**config.mk**
```make
export PLATFORM = sky130hd
export DESIGN_NAME = interval_timer_wdt
export DESIGN_NICKNAME = d
export VERILOG_FILES = /design/src/rtl/itw_pkg.sv /design/src/rtl/itw_prescaler.sv /design/src/rtl/itw_counter.sv /design/src/rtl/itw_watchdog.sv /design/src/rtl/interval_timer_wdt.sv
export SDC_FILE = /design/constraint.sdc
export NUM_CORES = 1
export LEC_CHECK = 0
export ABC_AREA = 1
export BUFFER_PORTS_ARGS = -buffer_cell sky130_fd_sc_hd__clkbuf_2
export CAP_MARGIN = 20
export CORE_MARGIN = 2
export CORE_UTILIZATION = 45
export DETAILED_ROUTE_END_ITERATION = 7
export MAX_ROUTING_LAYER = met4
export PLACE_DENSITY = 0.78
export SETUP_SLACK_MARGIN = 0.3
export SYNTH_ARGS = -nofsm -noshare
export SYNTH_HDL_FRONTEND = slang
export SYNTH_HIERARCHICAL = 1
export SYNTH_SLANG_ARGS = --single-unit
```
**constraint.sdc**
```tcl
create_clock -name clk -period 2.3 [get_ports clk]
set_input_delay 0.115 -clock clk [delete_from_list [all_inputs] [get_ports clk]]
set_output_delay 0.115 -clock clk [all_outputs]
set_load 0.005 [all_outputs]
```
**src/rtl/itw_pkg.sv**
```systemverilog
// Shared definitions for the interval timer: register addresses and tap decode.
// Assumes the prescaler is wider than the largest tap shift (7).
package itw_pkg;

    typedef enum logic [1:0] {
        REG_MODE   = 2'd0,
        REG_COUNT  = 2'd1,
        REG_WDMODE = 2'd2,
        REG_CTRL   = 2'd3
    } itw_reg_e;

    localparam logic [2:0] SEL_DEFAULT = 3'b011;

    // Number of prescaler bits dropped from the full period for each tap code.
    function automatic int unsigned tap_shift(input logic [2:0] sel);
        case (sel)
            3'b011:  return 3;
            3'b101:  return 5;
            3'b111:  return 7;
            default: return 0;
        endcase
    endfunction

endpackage

```
**src/rtl/itw_prescaler.sv**
```systemverilog
// Free-running prescaler. It emits one tick per 2^(PRESC_W - shift) clocks,
// where the shift comes from the tap code.
// Assumes that clear_i restarts the tick phase so that the first tick comes one full period later.
module itw_prescaler
    import itw_pkg::*;
#(
    parameter int PRESC_W = 12
) (
    input  logic       clk,
    input  logic       rst_n,
    input  logic       clear_i,
    input  logic [2:0] sel_i,
    output logic       tick_o
);

    logic [PRESC_W-1:0] presc_q;
    logic [PRESC_W-1:0] mask;

    // Divider counter: it restarts on reset or on clear.
    always_ff @(posedge clk) begin
        if (!rst_n || clear_i) presc_q <= '0;
        else                   presc_q <= presc_q + 1'b1;
    end

    // Tick when all the low bits of the selected tap are ones.
    always_comb begin
        mask   = {PRESC_W{1'b1}} >> tap_shift(sel_i);
        tick_o = ((presc_q & mask) == mask);
    end

endmodule

```
**src/rtl/itw_counter.sv**
```systemverilog
// Wrapping interval counter. It reports the wrap combinationally and also as a registered one-cycle pulse.
// Assumes that clear_i has priority over a tick in the same cycle.
module itw_counter #(
    parameter int CNT_W = 8
) (
    input  logic             clk,
    input  logic             rst_n,
    input  logic             clear_i,
    input  logic             tick_i,
    output logic [CNT_W-1:0] cnt_o,
    output logic             wrap_o,
    output logic             pulse_o
);

    logic [CNT_W-1:0] cnt_q;
    logic             pulse_q;

    // Wrap happens on a tick at the top count, unless a clear overrides it.
    assign wrap_o = tick_i && (&cnt_q) && !clear_i;

    // Counter: cleared by reset or restart, and advanced on each tick.
    always_ff @(posedge clk) begin
        if (!rst_n || clear_i) cnt_q <= '0;
        else if (tick_i)       cnt_q <= cnt_q + 1'b1;
    end

    // Output pulse: one cycle, registered from the wrap.
    always_ff @(posedge clk) begin
        if (!rst_n) pulse_q <= 1'b0;
        else        pulse_q <= wrap_o;
    end

    assign cnt_o   = cnt_q;
    assign pulse_o = pulse_q;

endmodule

```
**src/rtl/itw_watchdog.sv**
```systemverilog
// Watchdog: it counts wraps and requests a reset on the overflow that follows
// the top count. Assumes a software clear beats a wrap in the same cycle; disable holds it at zero.
module itw_watchdog #(
    parameter int WDT_W = 3
) (
    input  logic clk,
    input  logic rst_n,
    input  logic enable_i,
    input  logic clear_i,
    input  logic wrap_i,
    output logic fire_o
);

    logic [WDT_W-1:0] wcnt_q;
    logic             fire_q;
    logic             expire;

    assign expire = enable_i && !clear_i && wrap_i && (&wcnt_q);

    // Wrap count: held at zero while disabled or cleared, and restarted after it expires.
    always_ff @(posedge clk) begin
        if (!rst_n || !enable_i || clear_i) wcnt_q <= '0;
        else if (wrap_i)                    wcnt_q <= wcnt_q + 1'b1;
    end

    // Reset request: one registered cycle per expiry.
    always_ff @(posedge clk) begin
        if (!rst_n) fire_q <= 1'b0;
        else        fire_q <= expire;
    end

    assign fire_o = fire_q;

endmodule

```
**src/rtl/interval_timer_wdt.sv**
```systemverilog
// Top: register port, interrupt flag, stabilization flag, and the wiring of
// the prescaler, counter and watchdog. Assumes one register access per cycle and combinational readback.
module interval_timer_wdt
    import itw_pkg::*;
#(
    parameter int          PRESC_W = 12,
    parameter int          CNT_W   = 8,
    parameter int          WDT_W   = 3,
    parameter int          DATA_W  = 8,
    parameter logic [7:0]  WDT_KEY = 8'h5A
) (
    input  logic              clk,
    input  logic              rst_n,
    input  logic              wr_en,
    input  logic [1:0]        addr,
    input  logic [DATA_W-1:0] wr_data,
    output logic [DATA_W-1:0] rd_data,
    input  logic              wake_req,
    output logic              irq_flag,
    output logic              tmr_pulse,
    output logic              wdt_rst,
    output logic              stab_done
);

    localparam int RESTART_BIT = 3;

    logic [2:0]        sel_q;
    logic [DATA_W-1:0] wdmode_q;
    logic              irq_q;
    logic              stab_q;
    logic              restart;
    logic              clear_cnt;
    logic              wdt_clr;
    logic              irq_clr;
    logic              tick;
    logic              wrap;
    logic [CNT_W-1:0]  cnt_q;

    assign restart   = wr_en && (addr == REG_MODE) && wr_data[RESTART_BIT];
    assign clear_cnt = restart || wake_req;
    assign wdt_clr   = wr_en && (addr == REG_CTRL) && wr_data[0];
    assign irq_clr   = wr_en && (addr == REG_CTRL) && wr_data[1];

    // Mode register: the tap select.
    always_ff @(posedge clk) begin
        if (!rst_n)                          sel_q <= SEL_DEFAULT;
        else if (wr_en && addr == REG_MODE)  sel_q <= wr_data[2:0];
    end

    // Watchdog mode register: the key value disables the watchdog.
    always_ff @(posedge clk) begin
        if (!rst_n)                           wdmode_q <= '0;
        else if (wr_en && addr == REG_WDMODE) wdmode_q <= wr_data;
    end

    // Interrupt flag: set on a wrap (set beats clear), cleared by software.
    always_ff @(posedge clk) begin
        if (!rst_n)       irq_q <= 1'b0;
        else if (wrap)    irq_q <= 1'b1;
        else if (irq_clr) irq_q <= 1'b0;
    end

    // Stabilization flag: low after reset or wake, high from the next wrap.
    always_ff @(posedge clk) begin
        if (!rst_n || wake_req) stab_q <= 1'b0;
        else if (wrap)          stab_q <= 1'b1;
    end

    itw_prescaler #(.PRESC_W(PRESC_W)) u_presc (
        .clk     (clk),
        .rst_n   (rst_n),
        .clear_i (clear_cnt),
        .sel_i   (sel_q),
        .tick_o  (tick)
    );

    itw_counter #(.CNT_W(CNT_W)) u_cnt (
        .clk     (clk),
        .rst_n   (rst_n),
        .clear_i (clear_cnt),
        .tick_i  (tick),
        .cnt_o   (cnt_q),
        .wrap_o  (wrap),
        .pulse_o (tmr_pulse)
    );

    itw_watchdog #(.WDT_W(WDT_W)) u_wdt (
        .clk      (clk),
        .rst_n    (rst_n),
        .enable_i (wdmode_q != DATA_W'(WDT_KEY)),
        .clear_i  (wdt_clr),
        .wrap_i   (wrap),
        .fire_o   (wdt_rst)
    );

    // Readback mux: the restart bit and the watchdog clear bit read back as zero.
    always_comb begin
        case (addr)
            REG_MODE:   rd_data = DATA_W'(sel_q);
            REG_COUNT:  rd_data = DATA_W'(cnt_q);
            REG_WDMODE: rd_data = wdmode_q;
            default:    rd_data = DATA_W'({irq_q, 1'b0});
        endcase
    end

    assign irq_flag  = irq_q;
    assign stab_done = stab_q;

endmodule

```
# After elaboration in Yosys (flattened, before gate mapping)
# Cells that the tools add are included.
[classes]
n_mux = 4
reduce_logical = 24
n_bitwise = 1
add_sub_neg = 3
eq_ne = 8
shifts = 1
[op_table]
columns = ["operator", "count"]
rows = [
  ["$pmux 8 s3", 1],
  ["$add 12x1->12 const B", 1],
  ["$and 12x12->12", 1],
  ["$eq 12x12->1", 1],
  ["$shr 12x3->12 const A", 1],
  ["$logic_and 1x1->1", 11],
  ["$pmux 3 s3", 1],
  ["$add 8x1->8 const B", 1],
  ["$ne 8x7->1 const B", 1],
  ["$reduce_and 8->1", 1],
  ["$eq 3x3->1 const B", 2],
  ["$logic_or 1x1->1", 5],
  ["$eq 2x2->1 const B", 2],
  ["$logic_not 1->1", 4],
  ["$add 3x1->3 const B", 1],
  ["$eq 3x2->1 const B", 1],
  ["$reduce_and 3->1", 1],
  ["$eq 2x1->1 const B", 1],
  ["$logic_not 2->1", 1],
  ["$mux 1", 2],
  ["$reduce_bool 2->1", 1],
]
[totals]
regBits = 38
word_cells = 50
out_inout_bits = 12
inputBits = 14

# Longest topological paths before layout
[depth]
word_depth = 9
mapped_depth = 15
mapped_depth_nobuf = 15

# Modules after synthesis
# The synthesis kept the hierarchy.
[by_module_without_submodules]
columns = ["mod", "n_inst", "area_each_um2", "cells_per_inst"]
rows = [
  ["interval_timer_wdt", 1, 651.9, 99],
  ["itw_prescaler", 1, 573.0, 83],
  ["itw_counter", 1, 405.4, 54],
  ["itw_watchdog", 1, 190.2, 27],
]

# Worst setup path before layout
# OpenSTA, ideal clock, no wires.
[synth_path]
kind = "register -> register"
start = "register u_presc.presc_q[0]"
end = "register u_wdt.wcnt_q[2]"
path_buffers = 0
required_time_ns = 2.191
path_slack_ns = 0.128
stages_incl_launch_ff = 15
arrival_ns = 2.063
setup_ns = 0.109
path_cell_list = "dfxtp_1 > ha_1 > nand2_2 > nor2_4 > o21ai_0 > nor2_1 > nand3_1 > nor2_2 > nand4_2 > nor2_1 > inv_2 > nand2_1 > nand2_1 > nand2_1 > inv_1"
[synth_between]
elab_chain_cells = 4
[synth_rtl]
columns = ["element", "line", "text"]
rows = [
  ["start: declaration", "itw_prescaler.sv:16", "logic [PRESC_W-1:0] presc_q;"],
  ["start signal: assignment", "itw_prescaler.sv:22", "else presc_q <= presc_q + 1'b1;"],
  ["$and 12x12->12", "itw_prescaler.sv:28", "tick_o = ((presc_q & mask) == mask);"],
  ["$eq 12x12->1", "itw_prescaler.sv:28", ""],
  ["named net tick", "interval_timer_wdt.sv:35", "logic tick;"],
  ["$logic_and 1x1->1 (2 in a row)", "itw_counter.sv:19", "assign wrap_o = tick_i && (&cnt_q) && !clear_i;"],
  ["named net wrap", "interval_timer_wdt.sv:36", "logic wrap;"],
  ["end signal: assignment", "itw_watchdog.sv:23", "else if (wrap_i) wcnt_q <= wcnt_q + 1'b1;"],
  ["end: declaration", "itw_watchdog.sv:14", "logic [WDT_W-1:0] wcnt_q;"],
]
# The timed path passes the listed nets, and every way through them passes these cells.
# A chain may end at the register's enable or synchronous reset.

# Worst setup path after layout
# Ends and elaborated chain as after synthesis.

==> reports/qor_table.md <==
| Group | Item | Value |
|:---|:---|:---|
| outcome | Outcome | finished, final reports clean |
| power | PwrDens | 603 mW/mm² |
| cts | Max Root-Sink Buffers | 2 |
| routing | DRC viols | 0 |
| grt | Grt total ovfl | 0 |
| hold path | Worst Hold Path Cells | 2 |
| cts | Clock tree from TritonCTS | built |
| cts | # H-tree levels | 2 |
| cts | Clock latency of the later-clocked register in the worst-skew pair | 0.29 ns |
| placed design | HPWL after detailed placement | 2790 µm |
| cells and area | Inserted Diodes | 0 |
| cells and area | Area Growth Syn to Fin | 18.8% |
| sta | Slew HR | 61.9% |
| cells and area | Final nets | 317 |
| sta | Final hold vios | 0 |
| synthesis | Unique cell type count in the Yosys netlist | 24 |
| sta | Setup repair after global routing missed its margin | false |
| floorplan | Cell row count | 23 |
| setup path | CP arrival | 2.05 ns |
| setup path | Req. time, crit path | 2.50 ns |
| hold path | Min-Delay Startpoint | wake_req |
| synthesis | Xor and xnor fraction of the mapped netlist area | 0.481% |
| grt | Initial antenna violation count | 0 |
| placed design | Placement-stage worst setup slack | 0.191 ns |
| setup path | Max FO, Critical Path | 7 |
| cells and area | Number of standard cells in the final layout excluding fillers | 350 |
| synthesis | Synth Area in Simple Gates | 37.7% |
| sta | Slew @ Worst Pin | 0.569 ns |
| sta | Shortest clock period the worst path allows after layout | 1.85 ns |
| cts | Worst-path clk slew | 0.08 ns |
| setup path | Sort of element at the end of the critical path | register |
| setup path | End of the worst register-to-register path | u_wdt/wcnt_q[2]$_SDFFE_PP0P_ |
| synthesis | Number of synthesized register bits | 38 |
| routing | Post-route antenna net violation count | 0 |
| cts | Clk sink count | 38 |
| setup path | Worst r2r path cells | 14 |
| run | Max_cap viols | 0 |
| floorplan | Initial core utilization | 46.2% |
| sta | Worst path setup slack after routing | 0.447 ns |
| routing | Detail-routed via count per cell | 4.92 |
| setup path | Register-to-register setup slack | 0.45 ns |
| sta | Fraction of the cycle the final worst path needs | 80.6% |
| placed design | Port-buffer cells | 25 |
| power | Static Leak | 0.000929 µW |
| routing | Via count of the routed design | 1722 |
| hold path | Endpoint of the worst hold path | stab_done$_SDFFE_PP0P_ |
| floorplan | Chip Height | 67.6 µm |
| routing | Detailed Route Iter0 Violations | 67 |
| synthesis | Post-synthesis instance total | 263 |
| hold path | Class of the worst hold path | in -> reg |
| setup path | Startpoint kind of the worst setup timing path | register |
| floorplan | I/O pins | 26 |
| sta | Max-slew violations | 0 |
| synthesis | Fraction of the mapped netlist area in adder cells | 2.75% |
| cells and area | Final-layout fill cell count | 364 |
| setup path | CP startpoint | u_presc/presc_q[0]$_SDFF_PP0_ |
| placed design | Cell count after placement | 337 |
| cells and area | Most frequent standard cell in the layout excluding fill and tap cells | sky130_fd_sc_hd__nand2_1 |
| routing | Routed wire per std cell | 10.9 µm |
| sta | Worst clock skew | 0.00783 ns |
| synthesis | Fraction of synthesized area in multiplexers | 0% |
| sta | # setup viols final | 0 |
| floorplan | Full die area | 0.00457 mm² |
| cells and area | Share of post-route cells with drive strength above 1 | 20.3% |
| synthesis | Syn Std Cell Area | 0.00182 mm² |
| setup path | Crit path kind | reg -> reg |
| synthesis | Syn avg cell area | 6.92 µm² |
| grt | Via count of the first global-routing pass | 1460 |
| grt | Total track usage | 18.4% |
| synthesis | Largest family of logic cells by synthesized area | simple AND/OR/NAND/NOR gates |
| grt | Maximum number of pins on one net before global-route repair | 17 |
| synthesis | Nets in the synthesized netlist | 281 |
| synthesis | Number of warnings reported in the yosys synthesis log | 6 |
| cts | Clk Tree Root Cell | sky130_fd_sc_hd__clkbuf_8 |
| placed design | Final GP Congestion | 0.842 |
| synthesis | Proportion of synthesized chip area in sequential cells | 41.8% |
| floorplan | Core Area | 0.00394 mm² |
| routing | Count of TritonRoute iterations in the first routing pass | 4 |
| synthesis | Compound-gate portion of the synthesized area | 9.83% |
| routing | Total wire length after detailed routing | 3820 µm |
| floorplan | Die extent in x | 67.6 µm |
| power | Worst voltage drop across the vdd grid | 0.341 mV |
| sta | Maximum clock rate | 540 MHz |
| cells and area | Top library cells by usage in the layout, fill and taps aside | sky130_fd_sc_hd__nand2_1 (74), sky130_fd_sc_hd__dfxtp_1 (36), sky130_fd_sc_hd__nor2_1 (35), sky130_fd_sc_hd__inv_1 (27), sky130_fd_sc_hd__clkbuf_2 (25) |
| grt | First-pass GRT wire length | 6180 µm |
| cells and area | Utilization after layout | 54.9% |
| cts | TritonCTS buffer count | 5 |
| setup path | RR Startpoint | u_presc/presc_q[0]$_SDFF_PP0_ |
| sta | Tightest hold margin | 0.00768 ns |
| sta | Final TNS setup | 0 ns |
[worst max path at each step]
stage               cells past startpoint                            to
floorplan                              14  u_wdt/wcnt_q[2]$_SDFFE_PP0P_
global placement                       14  u_wdt/wcnt_q[2]$_SDFFE_PP0P_
detailed placement                     14  u_wdt/wcnt_q[2]$_SDFFE_PP0P_
CTS                                    14  u_wdt/wcnt_q[2]$_SDFFE_PP0P_
global route                           14  u_wdt/wcnt_q[1]$_SDFFE_PP0P_
finish                                 14  u_wdt/wcnt_q[2]$_SDFFE_PP0P_
[cell usage after synthesis]
| library cell | n | area, µm² |
|---|---|---|
| sky130_fd_sc_hd__nand2_1 | 74 | 278 |
| sky130_fd_sc_hd__clkinv_1 | 1 | 3.75 |
| sky130_fd_sc_hd__a31o_2 | 1 | 8.76 |
| sky130_fd_sc_hd__dfxtp_1 | 38 | 761 |
| sky130_fd_sc_hd__o21ai_0 | 10 | 50.1 |
| sky130_fd_sc_hd__inv_2 | 2 | 7.51 |
| sky130_fd_sc_hd__nor2_2 | 2 | 12.5 |
| sky130_fd_sc_hd__nand3_1 | 20 | 100 |
| sky130_fd_sc_hd__nand4_1 | 6 | 37.5 |
| sky130_fd_sc_hd__nand3b_1 | 1 | 7.51 |
| sky130_fd_sc_hd__ha_1 | 4 | 50.1 |
| sky130_fd_sc_hd__nand2_2 | 3 | 18.8 |
| sky130_fd_sc_hd__xor2_1 | 1 | 8.76 |
| sky130_fd_sc_hd__o21bai_1 | 1 | 7.51 |
| sky130_fd_sc_hd__inv_1 | 28 | 105 |
| sky130_fd_sc_hd__buf_6 | 1 | 11.3 |
| sky130_fd_sc_hd__nor3_1 | 3 | 15.0 |
| sky130_fd_sc_hd__nand4_2 | 1 | 12.5 |
| sky130_fd_sc_hd__o211ai_1 | 1 | 7.51 |
| sky130_fd_sc_hd__nor2_1 | 37 | 139 |
| sky130_fd_sc_hd__nor2_4 | 5 | 56.3 |
| sky130_fd_sc_hd__nand3_2 | 1 | 10.0 |
| sky130_fd_sc_hd__a21oi_1 | 21 | 105 |
| sky130_fd_sc_hd__buf_4 | 1 | 7.51 |
[routing by layer]
layer	GRT usage, %	vias up	part of all wire (%)
met1	21.2	769	47
met2	30.4	33	47
li1	-	914	-
met3	4.50	6	4.4
met5	-	-	0
met4	7.91	0	1.6
[worst max-delay path, stage by stage, from the launching register on]
cell,delay (ns)
sky130_fd_sc_hd__dfxtp_2,0.35
sky130_fd_sc_hd__ha_2,0.19
sky130_fd_sc_hd__nand2_2,0.08
sky130_fd_sc_hd__nor2_4,0.13
sky130_fd_sc_hd__o21ai_1,0.09
sky130_fd_sc_hd__nor2_2,0.12
sky130_fd_sc_hd__nand3_2,0.10
sky130_fd_sc_hd__nor2_2,0.13
sky130_fd_sc_hd__nand4_2,0.13
sky130_fd_sc_hd__nor2_4,0.20
sky130_fd_sc_hd__inv_2,0.06
sky130_fd_sc_hd__nand2_1,0.06
sky130_fd_sc_hd__nand2_1,0.04
sky130_fd_sc_hd__nand2_1,0.05
sky130_fd_sc_hd__inv_1,0.03
[flip-flops by register name, indices dropped and copies added (netlist names)]
| register | count |
|---|---|
| irq_flag | 1 |
| u_wdt/fire_o | 1 |
| u_presc/presc_q | 12 |
| sel_q | 3 |
| u_cnt/cnt_o | 8 |
| wdmode_q | 8 |
| u_cnt/pulse_o | 1 |
| u_wdt/wcnt_q | 3 |
| stab_done | 1 |
[layout make-up]
| type | instances | area, µm² | area share (%) |
|---|---|---|---|
| multi-input combinational | 192 | 942 | 43.6 |
| sequential | 38 | 763 | 35.3 |
| clock inverter | 3 | 40.0 | 1.85 |
| inverter | 31 | 116 | 5.38 |
| tap | 50 | 62.6 | 2.89 |
| timing repair buffer | 31 | 170 | 7.87 |
| clock buffer | 5 | 68.8 | 3.18 |
[power breakdown]
part	leakage [µW]	total [µW]	switching, µW	internal (µW)
Clock	0.0000579	549	230	319
Combinational	0.000563	81.2	51.5	29.7
Sequential	0.000308	675	7.59	667
Total	0.000929	1300	289	1020
[cell families (layout without fill, tap and decap cells)]
family / after synthesis / after routing
AND/OR/NAND/NOR: 153 / 153
AO/OA/AOI/OAI: 34 / 34
flip-flops: 38 / 38
buffers and inverters: 33 / 70
XOR/XNOR: 1 / 1
adder cells (fa/ha/maj): 4 / 4
[through the flow]
step                      area (µm²)  total power [µW]
after floorplan                 1830               738
after global placement          2000               767
after detailed placement        2000               768
after CTS                       2120              1310
after global routing            2160              1360
final                           2160              1300
[what timing repair did]
action,4_1_cts,5_1_grt
resized for setup,2,5
pin swaps,2,3
buffers inserted,1,4
hold buffers,0,0
endpoints found under the setup margin,5,6
No activity file was read; power rests on OpenSTA's default activity.
